File: config.mk
export PLATFORM = sky130hd
export DESIGN_NAME = adc_cmd_slave
export DESIGN_NICKNAME = d
export VERILOG_FILES = /design/src/rtl/adc_slave_pkg.sv /design/src/rtl/adc_line_sync.sv /design/src/rtl/adc_ctl_regs.sv /design/src/rtl/adc_cmd_slave.sv
export SDC_FILE = /design/constraint.sdc
export NUM_CORES = 1
export LEC_CHECK = 0
export BUFFER_PORTS_ARGS = -buffer_cell sky130_fd_sc_hd__buf_2
export CAP_MARGIN = 10
export CORE_UTILIZATION = 40
export DETAILED_ROUTE_END_ITERATION = 16
export SETUP_SLACK_MARGIN = 0.02
export SLEW_MARGIN = 15
export SYNTH_ARGS = -nofsm -noshare
export SYNTH_HDL_FRONTEND = slang
export SYNTH_HIERARCHICAL = 1
export SYNTH_SLANG_ARGS = --single-unit
File: constraint.sdc
create_clock -name clk -period 2.1 [get_ports clk]
set_clock_uncertainty 0.2 [all_clocks]
set_input_delay 0.105 -clock clk [delete_from_list [all_inputs] [get_ports clk]]
set_output_delay 0.105 -clock clk [all_outputs]
set_load 0.02 [all_outputs]
File: src/rtl/adc_slave_pkg.sv
package adc_slave_pkg;
  localparam int BYTE_W   = 8;
  localparam int SEL_W    = 3;
  localparam int PD_W     = 2;
  localparam int STRAP_W  = 3;
  localparam int FRAME_W  = 16;
  localparam logic [3:0] ADDR_FIXED = 4'b0101;

  typedef enum logic [2:0] {
    ST_IDLE,
    ST_ADDR,
    ST_ACK_A,
    ST_WR,
    ST_ACK_C,
    ST_RD,
    ST_RD_ACK,
    ST_SKIP
  } slv_st_e;
endpackage

File: src/rtl/adc_line_sync.sv
module adc_line_sync #(
  parameter int STAGES = 2
) (
  input  logic clk,
  input  logic rst_n,
  input  logic scl_i,
  input  logic sda_i,
  output logic scl_s,
  output logic sda_s,
  output logic scl_rise,
  output logic scl_fall,
  output logic start_det,
  output logic stop_det
);
  logic [STAGES-1:0] scl_pipe;
  logic [STAGES-1:0] sda_pipe;
  logic scl_q, sda_q;

  genvar g;
  generate
    for (g = 0; g < STAGES; g++) begin : g_stage
      if (g == 0) begin : g_first
        always_ff @(posedge clk or negedge rst_n) begin
          if (!rst_n) begin
            scl_pipe[0] <= 1'b1;
            sda_pipe[0] <= 1'b1;
          end else begin
            scl_pipe[0] <= scl_i;
            sda_pipe[0] <= sda_i;
          end
        end
      end else begin : g_next
        always_ff @(posedge clk or negedge rst_n) begin
          if (!rst_n) begin
            scl_pipe[g] <= 1'b1;
            sda_pipe[g] <= 1'b1;
          end else begin
            scl_pipe[g] <= scl_pipe[g-1];
            sda_pipe[g] <= sda_pipe[g-1];
          end
        end
      end
    end
  endgenerate

  always_ff @(posedge clk or negedge rst_n) begin
    if (!rst_n) begin
      scl_q <= 1'b1;
      sda_q <= 1'b1;
    end else begin
      scl_q <= scl_pipe[STAGES-1];
      sda_q <= sda_pipe[STAGES-1];
    end
  end

  assign scl_s     = scl_pipe[STAGES-1];
  assign sda_s     = sda_pipe[STAGES-1];
  assign scl_rise  = scl_s & ~scl_q;
  assign scl_fall  = ~scl_s & scl_q;
  // data line moves while clock is steadily high: bus condition
  assign start_det = scl_s & scl_q & sda_q & ~sda_s;
  assign stop_det  = scl_s & scl_q & ~sda_q & sda_s;
endmodule

File: src/rtl/adc_ctl_regs.sv
module adc_ctl_regs
  import adc_slave_pkg::*;
(
  input  logic             clk,
  input  logic             rst_n,
  input  logic             ld_cmd,
  input  logic [SEL_W-1:0] sel_d,
  input  logic             rng_d,
  input  logic             bip_d,
  input  logic             ld_pd,
  input  logic [PD_W-1:0]  pd_d,
  output logic [SEL_W-1:0] chan_sel,
  output logic             range_sel,
  output logic             bipolar_sel,
  output logic [PD_W-1:0]  pwr_mode
);
  always_ff @(posedge clk or negedge rst_n) begin
    if (!rst_n) begin
      chan_sel    <= '0;
      range_sel   <= 1'b0;
      bipolar_sel <= 1'b0;
    end else if (ld_cmd) begin
      chan_sel    <= sel_d;
      range_sel   <= rng_d;
      bipolar_sel <= bip_d;
    end
  end

  always_ff @(posedge clk or negedge rst_n) begin
    if (!rst_n)     pwr_mode <= '0;
    else if (ld_pd) pwr_mode <= pd_d;
  end
endmodule

File: src/rtl/adc_cmd_slave.sv
module adc_cmd_slave
  import adc_slave_pkg::*;
#(
  parameter int RES_W  = 12,
  parameter int SYNC_N = 2
) (
  input  logic               clk,
  input  logic               rst_n,
  input  logic               scl_i,
  input  logic               sda_i,
  input  logic [STRAP_W-1:0] addr_strap,
  input  logic [RES_W-1:0]   result,
  output logic               sda_drive,
  output logic [SEL_W-1:0]   chan_sel,
  output logic               range_sel,
  output logic               bipolar_sel,
  output logic [PD_W-1:0]    pwr_mode,
  output logic               acq_start,
  output logic               conv_start
);
  localparam int PAD_W = FRAME_W - RES_W;
  localparam logic [3:0] LAST_BIT = 4'(BYTE_W - 1);
  localparam logic [3:0] BIP_BIT  = 4'(BYTE_W - 3);

  // reset: asserted asynchronously, released on the clock
  logic [1:0] rst_pipe;
  logic       rst_n_s;
  always_ff @(posedge clk or negedge rst_n) begin
    if (!rst_n) rst_pipe <= 2'b00;
    else        rst_pipe <= {rst_pipe[0], 1'b1};
  end
  assign rst_n_s = rst_pipe[1];

  logic scl_s, sda_s, scl_rise, scl_fall, start_det, stop_det;

  adc_line_sync #(.STAGES(SYNC_N)) u_sync (
    .clk(clk), .rst_n(rst_n_s), .scl_i(scl_i), .sda_i(sda_i),
    .scl_s(scl_s), .sda_s(sda_s), .scl_rise(scl_rise), .scl_fall(scl_fall),
    .start_det(start_det), .stop_det(stop_det)
  );

  slv_st_e           st, st_n;
  logic [3:0]        cnt, cnt_n;
  logic [6:0]        sh, sh_n;
  logic [7:0]        tx, tx_n;
  logic [7:0]        lo, lo_n;
  logic              rw, rw_n;
  logic              ack_on, ack_on_n;
  logic              second, second_n;
  logic              wr_ok, wr_ok_n;
  logic              drive, drive_n;
  logic              acq_n, conv_n, ld_pd;
  logic [FRAME_W-1:0] tx_word;
  logic [7:0]        rx_byte;

  assign tx_word = FRAME_W'(result) << PAD_W;
  assign rx_byte = {sh, sda_s};

  always_comb begin
    st_n = st; cnt_n = cnt; sh_n = sh; tx_n = tx; lo_n = lo; rw_n = rw;
    ack_on_n = ack_on; second_n = second; wr_ok_n = wr_ok; drive_n = drive;
    acq_n = 1'b0; conv_n = 1'b0; ld_pd = 1'b0;
    if (start_det) begin
      st_n = ST_ADDR; cnt_n = '0; drive_n = 1'b0; ack_on_n = 1'b0; wr_ok_n = 1'b0;
    end else if (stop_det) begin
      st_n = ST_IDLE; drive_n = 1'b0; ack_on_n = 1'b0;
      conv_n = wr_ok; wr_ok_n = 1'b0;
    end else begin
      unique case (st)
        ST_ADDR: if (scl_rise) begin
          sh_n  = {sh[5:0], sda_s};
          cnt_n = cnt + 4'd1;
          if (cnt == LAST_BIT) begin
            rw_n = sda_s;
            st_n = (rx_byte[7:1] == {ADDR_FIXED, addr_strap}) ? ST_ACK_A : ST_SKIP;
          end
        end
        ST_ACK_A: if (scl_fall) begin
          if (!ack_on) begin
            drive_n = 1'b1; ack_on_n = 1'b1;
          end else begin
            ack_on_n = 1'b0; cnt_n = '0;
            if (rw) begin
              tx_n = tx_word[15:8]; lo_n = tx_word[7:0];
              drive_n = ~tx_word[15]; second_n = 1'b0; st_n = ST_RD;
            end else begin
              drive_n = 1'b0; st_n = ST_WR;
            end
          end
        end
        ST_WR: if (scl_rise) begin
          sh_n  = {sh[5:0], sda_s};
          cnt_n = cnt + 4'd1;
          if (cnt == BIP_BIT && sh[4]) acq_n = 1'b1;
          if (cnt == LAST_BIT) begin
            if (sh[6]) begin
              ld_pd = 1'b1; wr_ok_n = 1'b1; st_n = ST_ACK_C;
            end else begin
              st_n = ST_SKIP;
            end
          end
        end
        ST_ACK_C: if (scl_fall) begin
          if (!ack_on) begin
            drive_n = 1'b1; ack_on_n = 1'b1;
          end else begin
            drive_n = 1'b0; ack_on_n = 1'b0; st_n = ST_SKIP;
          end
        end
        ST_RD: begin
          if (scl_rise) cnt_n = cnt + 4'd1;
          if (scl_fall) begin
            if (cnt == 4'(BYTE_W)) begin
              drive_n = 1'b0; st_n = ST_RD_ACK;
            end else begin
              tx_n = {tx[6:0], 1'b0}; drive_n = ~tx[6];
            end
          end
        end
        ST_RD_ACK: begin
          if (scl_rise) ack_on_n = ~sda_s & ~second;
          if (scl_fall) begin
            if (ack_on) begin
              tx_n = lo; drive_n = ~lo[7]; second_n = 1'b1;
              cnt_n = '0; ack_on_n = 1'b0; st_n = ST_RD;
            end else begin
              st_n = ST_SKIP;
            end
          end
        end
        default: ;
      endcase
    end
  end

  always_ff @(posedge clk or negedge rst_n_s) begin
    if (!rst_n_s) begin
      st <= ST_IDLE; cnt <= '0; sh <= '0; tx <= '0; lo <= '0; rw <= 1'b0;
      ack_on <= 1'b0; second <= 1'b0; wr_ok <= 1'b0; drive <= 1'b0;
      acq_start <= 1'b0; conv_start <= 1'b0;
    end else begin
      st <= st_n; cnt <= cnt_n; sh <= sh_n; tx <= tx_n; lo <= lo_n; rw <= rw_n;
      ack_on <= ack_on_n; second <= second_n; wr_ok <= wr_ok_n; drive <= drive_n;
      acq_start <= acq_n; conv_start <= conv_n;
    end
  end

  assign sda_drive = drive;

  adc_ctl_regs u_regs (
    .clk(clk), .rst_n(rst_n_s),
    .ld_cmd(acq_n), .sel_d(sh[3:1]), .rng_d(sh[0]), .bip_d(sda_s),
    .ld_pd(ld_pd), .pd_d({sh[0], sda_s}),
    .chan_sel(chan_sel), .range_sel(range_sel),
    .bipolar_sel(bipolar_sel), .pwr_mode(pwr_mode)
  );
endmodule

Word level (Yosys, flattened, before mapping)
Cells that the tools add are included.
{ "op_classes": {"n_reduce_logical": 25, "mux": 75, "eq_ne": 34, "add_sub_neg": 1, "bitwise": 18} }
{ "ops": {"columns": ["cell", "count"], "rows": [
  ["$mux W7", 7],
  ["$ne A4 B4 Y1 const B", 12],
  ["$mux W3", 15],
  ["$mux W1", 40],
  ["$pmux W7 S3", 1],
  ["$mux W4", 5],
  ["$pmux W3 S6", 1],
  ["$reduce_bool A3 Y1", 6],
  ["$ne A2 B2 Y1 const B", 8],
  ["$reduce_and A12 Y1", 1],
  ["$reduce_and A6 Y1", 2],
  ["$not A1 Y1", 10],
  ["$reduce_and A10 Y1", 1],
  ["$reduce_and A5 Y1", 2],
  ["$eq A3 B3 Y1 const B", 3],
  ["$ne A3 B1 Y1 const B", 3],
  ["$and A1 B1 Y1", 8],
  ["$eq A4 B3 Y1 const B", 2],
  ["$pmux W4 S2", 1],
  ["$reduce_and A4 Y1", 2],
  ["$reduce_and A8 Y1", 1],
  ["$reduce_bool A8 Y1", 1],
  ["$eq A7 B6 Y1", 1],
  ["$eq A3 B2 Y1 const B", 2],
  ["other kinds (14)", 18]
]} }
{ "word_totals": {"output_inout_bits": 10, "regBits": 47} }

Depth between registers and ports, before layout
Gate-level depths: netlist of run 1.
{ "logic_depth": {"word_depth": 8, "mapped_depth": 8, "depth_no_buf": 7} }

Hierarchy
The synthesis of run 1 kept the hierarchy.
{ "by_module_without_submodules": {"columns": ["mod", "seq_area_each_um2", "area_per_inst_um2", "instances", "cells_per_inst"], "rows": [
  ["adc_cmd_slave", 850.8, 1894.3, 1, 198],
  ["adc_ctl_regs", 175.2, 254.0, 1, 14],
  ["adc_line_sync", 157.7, 190.2, 1, 10]
]} }

Worst setup path before layout of run 1
Ideal clock, no wire load.
{ "synth_path": {"kind": "reg2reg", "start": "register u_sync.sda_pipe[1], in the netlist u_sync/sda_s", "end": "register u_regs.bipolar_sel", "t_arrival_ps": 2127, "path_buffers": 1, "path_slack_ps": -352, "path_stages_with_launch": 8, "required_ps": 1775, "period_less_slack_ps": 2452, "cell_sequence": "dfstp_2 > and4b_1 > or2_1 > buf_6 > nor2_4 > nand2_1 > nor2_1 > mux2_2"} }
{ "synth_between": {"elab_chain_len": 3, "elab_cells_between_ends": 5} }
{ "synth_lines": {"columns": ["element", "line", "text"], "rows": [
  ["start, declared", "adc_line_sync.sv:16", "logic [STAGES-1:0] sda_pipe;"],
  ["start signal, assigned by index", "adc_line_sync.sv:39", "sda_pipe[g] <= sda_pipe[g-1];"],
  ["$not A1 Y1", "adc_line_sync.sv:61", "assign start_det = scl_s & scl_q & sda_q & ~sda_s;"],
  ["$and A1 B1 Y1", "adc_line_sync.sv:61", null],
  ["via start_det", "adc_cmd_slave.sv:34", "logic scl_s, sda_s, scl_rise, scl_fall, start_det, stop_det;"],
  ["$mux W1", "adc_cmd_slave.sv:63", "if (start_det) begin"],
  ["via acq_n", "adc_cmd_slave.sv:52", "logic acq_n, conv_n, ld_pd;"],
  ["end signal, assigned", "adc_ctl_regs.sv:25", "bipolar_sel <= bip_d;"],
  ["end, declared", "adc_ctl_regs.sv:14", "output logic bipolar_sel,"]
]} }
The timed path passes the listed nets, and every way through them passes these cells.
A chain may end at the register's enable or synchronous reset.

Worst setup path after layout of run 1
{ "layout_path": {"start": "register u_sync.sda_pipe[1], in the netlist u_sync/sda_s", "end": "register lo[4]"} }
{ "layout_between": {"elab_chain_len": 4, "elab_cells_between_ends": 6} }
{ "layout_lines": {"columns": ["element", "line", "text"], "rows": [
  ["$not A1 Y1", "adc_line_sync.sv:61", null],
  ["$and A1 B1 Y1", "adc_line_sync.sv:61", null],
  ["via start_det", "adc_cmd_slave.sv:34", null],
  ["$not A1 Y1 (no line)", null, null],
  ["$reduce_and A6 Y1 (no line)", null, null],
  ["end signal, assigned", "adc_cmd_slave.sv:142", "st <= st_n; cnt <= cnt_n; sh <= sh_n; tx <= tx_n; lo <= lo_n; rw <= rw_n;"],
  ["end, declared", "adc_cmd_slave.sv:46", "logic [7:0] lo, lo_n;"]
]} }
The timed path passes the listed nets, and every way through them passes these cells.

==> impl_results.md, run 1 <==
* Ratio of cells with drive above 1 in the final layout at 0.3699
* CTS Buf Count at 5
* Post-route cell area at 3045 um2
* Tot Pwr at 2.984 mW
* Synthesized area at 2338 um2
* Per-cell routed wire length at 14.21 um
* Failing checks: negative setup slack
* Critical path type: register to register
* Commonest non-fill, non-tap cell in the layout: dfrtp_1
* #FFs+latches synth at 47
* Initial core utilization at 0.4195
* Die Y at 78.46 um
* Final WS setup at -0.01545 ns
* Pins Over Slew Limit at 0
* Final Setup Violations at 5
* ANT cells at 0
* Leak Pwr at 1.399 nW
* H-tree level count at 2
* Mapped Nets at 244
* Worst setup startpoint: u_sync/sda_s
* Slew @ Worst Pin at 0.5551 ns
* Mean area per synthesized cell at 10.53 um2
* Slowest stage delay, CP at 0.53 ns
* Pre-Repair DR Iteration Count at 4
* Pint at 1.882 mW
* WP data arrival at 2.10 ns
* Chip Width at 78.46 um
* Initial antenna violation count at 0
* First-pass GRT wire length at 8.776 mm
* Routed vias/inst at 5.203
* Critical Path End Type: register
* Gate power share at 0.378
* DRC errors left at 0
* Register share of total power at 0.437
* Critical-path cell list: and4b_2 > or2_4 > nor4_4 > nand2_2 > nor2_4 > mux2_4
* Ys flop type: dfrtp_1
* Post-route ant nets at 0
* Core Region at 5574 um2
* CTS root buffer: clkbuf_8
* Clk pwr share at 0.185
* Power Dens Cells at 979.8 nW/um2
* Complex-gate fraction of the synthesized area at 0.1503
* Switch Pwr at 1.102 mW
* Register area share after synthesis at 0.5062
* Clock latency on the worst-skew pair at 0.30 ns
* Adder-Cell Fraction of Synth Area at 0.02033
* Reg-to-Reg Start: u_sync/sda_s
* Vias at 1894
* GRT Util Overall at 0.1825
* Die ar. at 6156 um2
* Xor-xnor portion of the synthesized cell area at 0.01124
* Maximum vdd drop at 0.4599 mV
* Number of global-route vias before repair at 1927
* Final Hold Violating Endpoints at 0
* Largest net degree at the start of global routing at 46
* Routed WL at 5.173 mm
* Worst r2r path cells at 6
* Yosys warning total at 6
* Most frequent cells in the layout: dfrtp_1, buf_4, buf_2, o21ai_0, nand2_1
* CTS tree: built
* CTS clock-pin slew for the worst setup and hold paths at 0.10 ns
* Detailed Route Iter0 Violations at 134
* Sw Ratio at 0.3693
* CTS sink count at 47
* FMAX at 0.4727 GHz
* Layout area overhead at 30.23%
* Post-synth ARST share at 1.000
* Status: complete, but fails checks
* CP max-delay cell: dfstp_2
* Post-Syn Instances at 222
* Placed cell area at 2739 um2
* Crit path buf inv count at 0
* Max-cap violation count at 0
* Clock Tree Buf Depth at 2
* Pre-CTS setup slack at -0.09156 ns
* Unique masters post-synth at 49
* Startpoint types: register
* Post-synth EDFFs at 0
* DP HPWL at 3.515 mm
* Final GP Congestion at 0.8219
* # nets final at 313
* Post-Synth Simple-Gate Area at 0.1803
* Crit share post-route at 1.007
* Critical Path Fanout Max at 4
* Crit path max-delay family: simple AND/OR/NAND/NOR gates
* WHS at 0.1391 ns
* Crit. path cell count at 6
* Final min period at 2.115 ns
* Hold WC Path Type: register to asynchronous set/reset pin
* Worst Path Required at 2.09 ns
* Final core occ at 0.5464
* Port Buffers at 28
* Std cell rows at 27
* Mux cell area share after synthesis at 0.09577
* RSZ-0062 raised after global routing: true
* Slew Limit Headroom at 0.6300
* GRT overflow at 0
* Ports at 29
* Largest family of logic cells by synthesized area: simple AND/OR/NAND/NOR gates
## worst reg2reg max path: stages (launching register included)
cell,delay (ns)
dfstp_2,0.53
and4b_2,0.22
or2_4,0.27
nor4_4,0.18
nand2_2,0.11
nor2_4,0.17
mux2_4,0.31
## final timing paths
| path | to | slack, ns |
|---|---|---|
| worst max-delay path | lo[4] | -0.02 |
| worst min-delay path | second | 0.14 |
| worst max register to register | lo[4] | -0.02 |
| worst min register to register | second | 0.14 |
| max in group asynchronous | rst_pipe[1] | 1.14 |
| min in group clk | u_sync/sda_s | 0.16 |
## synth_stat cells, drive strengths merged, types with 3 or more instances
master / instances / area share
inv: 5 / 0.0080
nand3: 6 / 0.013
nand2: 21 / 0.035
o22ai: 4 / 0.011
and3b: 3 / 0.011
a22oi: 3 / 0.0096
nor3: 3 / 0.0064
xnor2: 3 / 0.011
dfrtp: 41 / 0.44
buf: 11 / 0.026
ha: 3 / 0.016
a21oi: 11 / 0.024
mux2: 19 / 0.091
dfstp: 6 / 0.067
nor2: 14 / 0.029
nand2b: 4 / 0.011
o21ai: 22 / 0.047
nor2b: 7 / 0.019
## registers in the layout, indices dropped and copies added (netlist names), 2 cells and up
| signal | count |
|---|---|
| sh | 7 |
| cnt | 4 |
| u_regs/chan_sel | 3 |
| tx | 7 |
| rst_pipe | 2 |
| lo | 4 |
| u_regs/pwr_mode | 2 |
| st | 3 |
## power groups by stage
stage	clock, mW	sequential, mW	combinational, mW
after CTS	0.579	1.30	1.11
after global placement	0	1.31	1.05
final	0.551	1.30	1.13
after detailed placement	0	1.31	1.07
after global routing	0.611	1.34	1.25
after floorplan	0	1.27	0.765
## metal layers
layer	wire length [um]	GRT usage	vias to the layer above
met4	53	0.05185	0
met2	2470	0.2956	36
met1	2470	0.2416	922
li1	-	-	932
met3	178	0.04535	4
met5	0	0	-
## area by class of cell
class                   count  area, um2
clock buffers               6      72.57
clock inverters             2      17.52
fillers                   502       2529
inverters                   5      18.77
multi-input cells         159       1146
flip-flops and latches     47       1185
well taps                  72      90.09
repair buffers             73      515.5
## per-stage QoR
| stage | std cells | TNS (ns) |
|---|---|---|
| after floorplan | 222 | -1.671 |
| after global placement | 336 | -0.4012 |
| after detailed placement | 336 | -0.5744 |
| after CTS | 361 | -0.03689 |
| after global routing | 364 | -0.7250 |
| final | 364 | -0.04593 |
## cells by family after synthesis
logic type                 Yosys count
adders and majority gates            4
muxes                               20
and+or+nand+nor                     74
other                                1
xor gates and xnor gates             3
DFF                                 47
AOI/OAI and AO/OA                   57
buffers and inverters               16
## what timing repair did
action | CTS | global route
setup endpoints to repair | 13 | 21
buffers inserted | 2 | 3
hold buffers | 15 | 0
gates resized for setup | 6 | 3
pin swaps | 1 | 0
endpoints found under the hold margin | 15 | 0
Note: power is estimated with default switching activity, not from simulation.
==> run 2, diff against run 1 <==
--- a/config.mk
+++ b/config.mk
@@ -9,6 +9,7 @@
 export CAP_MARGIN = 10
 export CORE_UTILIZATION = 40
 export DETAILED_ROUTE_END_ITERATION = 16
+export PLACE_DENSITY_LB_ADDON = 0.15
 export SETUP_SLACK_MARGIN = 0.02
 export SLEW_MARGIN = 15
 export SYNTH_ARGS = -nofsm -noshare
==> run 2 against run 1 <==
  * The run still ends with negative setup slack left
  * Clock power grew 41%
  * Sequential share of layout area shrank 1.0 points
  * Routed wire length grew 3.7%
  * Design area grew 2.6%
  * Worst setup slack lost 0.0018 ns
  * Critical path depth is the same
  * Largest cell class unchanged
==> impl_results.md, run 2 (synthesis results as in run 1) <==
* Pre-Repair DR Iteration Count at 4
* Final WS setup at -0.01727 ns
* Per-cell routed wire length at 14.70 um
* Power Dens Cells at 1033 nW/um2
* Max-cap violation count at 0
* Multi-input gate area at 1174 um2
* Initial core utilization at 0.4195
* Die Y at 78.46 um
* Routed WL at 5.364 mm
* Clock Tree Buf Depth at 2
* Fillers at 495
* Leak Pwr at 1.430 nW
* GRT Util Overall at 0.1909
* Critical-path cell list: and4b_2 > or2_4 > nor2_4 > nand2_4 > nor2_4 > mux2_2
* Core Region at 5574 um2
* # nets final at 314
* Worst r2r path cells at 6
* First-pass GRT wire length at 9.108 mm
* Pins Over Slew Limit at 0
* Worst Path Required at 2.09 ns
* Slew Limit Headroom at 0.6457
* Final min period at 2.117 ns
* WP data arrival at 2.11 ns
* H-tree level count at 2
* Final setup TNS at -0.06895 ns
* Clock latency on the worst-skew pair at 0.30 ns
* CTS sink count at 47
* Routed vias/inst at 5.230
* CTS root buffer: clkbuf_8
* RSZ-0062 raised after global routing: true
* Commonest non-fill, non-tap cell in the layout: dfrtp_1
* Placed cell area at 2746 um2
* Register area at 1185 um2
* Die ar. at 6156 um2
* CP dominant cell by count: nor2_4
* Slowest stage delay, CP at 0.53 ns
* Vias at 1909
* Initial antenna violation count at 0
* Largest net degree at the start of global routing at 17
* CTS clock-pin slew for the worst setup and hold paths at 0.08 ns
* Post-route cell area at 3126 um2
* Critical Path Fanout Max at 6
* Pre-CTS setup slack at -0.1041 ns
* Failing checks: negative setup slack
* Ports at 29
* Std cell rows at 27
* CTS tree: built
* Crit share post-route at 1.008
* Tot Pwr at 3.230 mW
* DP HPWL at 3.791 mm
* R2r endpoint: u_regs/bipolar_sel
* Startpoint types: register
* Critical path type: register to register
* DRC errors left at 0
* Port Buffers at 28
* Final GP Congestion at 0.8160
* CP max-delay cell: dfstp_2
* Crit path max-delay family: simple AND/OR/NAND/NOR gates
* Number of global-route vias before repair at 1900
* CTS Buf Count at 5
* Worst R2R Setup Slack at -0.02 ns
* ANT cells at 0
* Slew @ Worst Pin at 0.5260 ns
* Most frequent cells in the layout: dfrtp_1, buf_4, buf_2, o21ai_0, nand2_1
* Chip Width at 78.46 um
* Hold WC Path Type: register to asynchronous set/reset pin
* Final Hold Violating Endpoints at 0
* Biggest regs: sh: 7 flops, tx: 7 flops
* GRT overflow at 0
* Maximum vdd drop at 0.5033 mV
* Final Setup Violations at 5
* Critical Path End Type: register
* Crit path buf inv count at 0
* Status: complete, but fails checks
* Ratio of cells with drive above 1 in the final layout at 0.3823
* Post-route ant nets at 0
* FMAX at 0.4723 GHz
* Layout area overhead at 33.65%
* Detailed Route Iter0 Violations at 102
* Reg-to-Reg Start: u_sync/sda_s
## run 2: cell count changes in the layout (fill, tap and decap cells not counted), moves of 2 or more
cell       delta
mux2_2        -2
nor2b_2       +2
nor2b_1       -2
bufinv_16     +2
clkinv_4      -2
mux2_4        +2
## run 2: worst max-delay path by stage
| stage | depth (start not counted) | startpoint | slack (ns) | to |
|---|---|---|---|---|
| after global routing | 6 | u_sync/sda_s | -0.1 | lo[4] |
| after floorplan | 7 | u_sync/sda_s | -0.17 | u_regs/bipolar_sel |
| after global placement | 6 | u_sync/sda_s | -0.07 | lo[4] |
| after CTS | 6 | u_sync/sda_s | -0.02 | lo[6] |
| after detailed placement | 6 | u_sync/sda_s | -0.10 | lo[7] |
| final | 6 | u_sync/sda_s | -0.02 | u_regs/bipolar_sel |
## run 2: cell type report
cell class	instances	share of cell area
clock buffers	6	0.02322
clock inverters	2	0.01922
inverters	5	0.006005
multi-input cells	159	0.3755
flip-flops and latches	47	0.3791
well taps	72	0.02882
repair buffers	74	0.1681
## run 2: worst reg2reg max path: stages, from the launching register on
cell	delay, ns
dfstp_2	0.53
and4b_2	0.22
or2_4	0.27
nor2_4	0.13
nand2_4	0.08
nor2_4	0.21
mux2_2	0.36
## run 2: layer usage
layer	GRT usage	vias to the layer above	part of all wire
met5	0	-	0
met4	0.06667	0	0.017
met3	0.03953	10	0.037
met2	0.3000	42	0.46
met1	0.2606	923	0.49
li1	-	934	-
## run 2: stage by stage
| step | util | hold slack [ns] | std cells |
|---|---|---|---|
| 3_3_place_gp | 0.4927 | -0.3099 | 337 |
| 3_5_place_dp | 0.4927 | -0.3093 | 337 |
| 6_report | 0.5607 | 0.1087 | 365 |
| 4_1_cts | 0.5522 | 0.1254 | 364 |
| 2_1_floorplan | - | -0.3906 | 222 |
| 5_1_grt | 0.5607 | 0.1462 | 365 |
## run 2: repair_timing
item                                   4_1_cts  5_1_grt
gates resized for setup                      6       11
pin swaps                                    1        0
buffers inserted                             3        1
setup endpoints to repair                   11       22
endpoints found under the hold margin       24        0
hold buffers                                16        0
## run 2: where the power goes
part	leakage (nW)	total (mW)	switching, mW	internal (mW)
Combinational	0.773	1.15	0.606	0.540
Sequential	0.592	1.31	0.199	1.11
Clock	0.0654	0.775	0.300	0.476
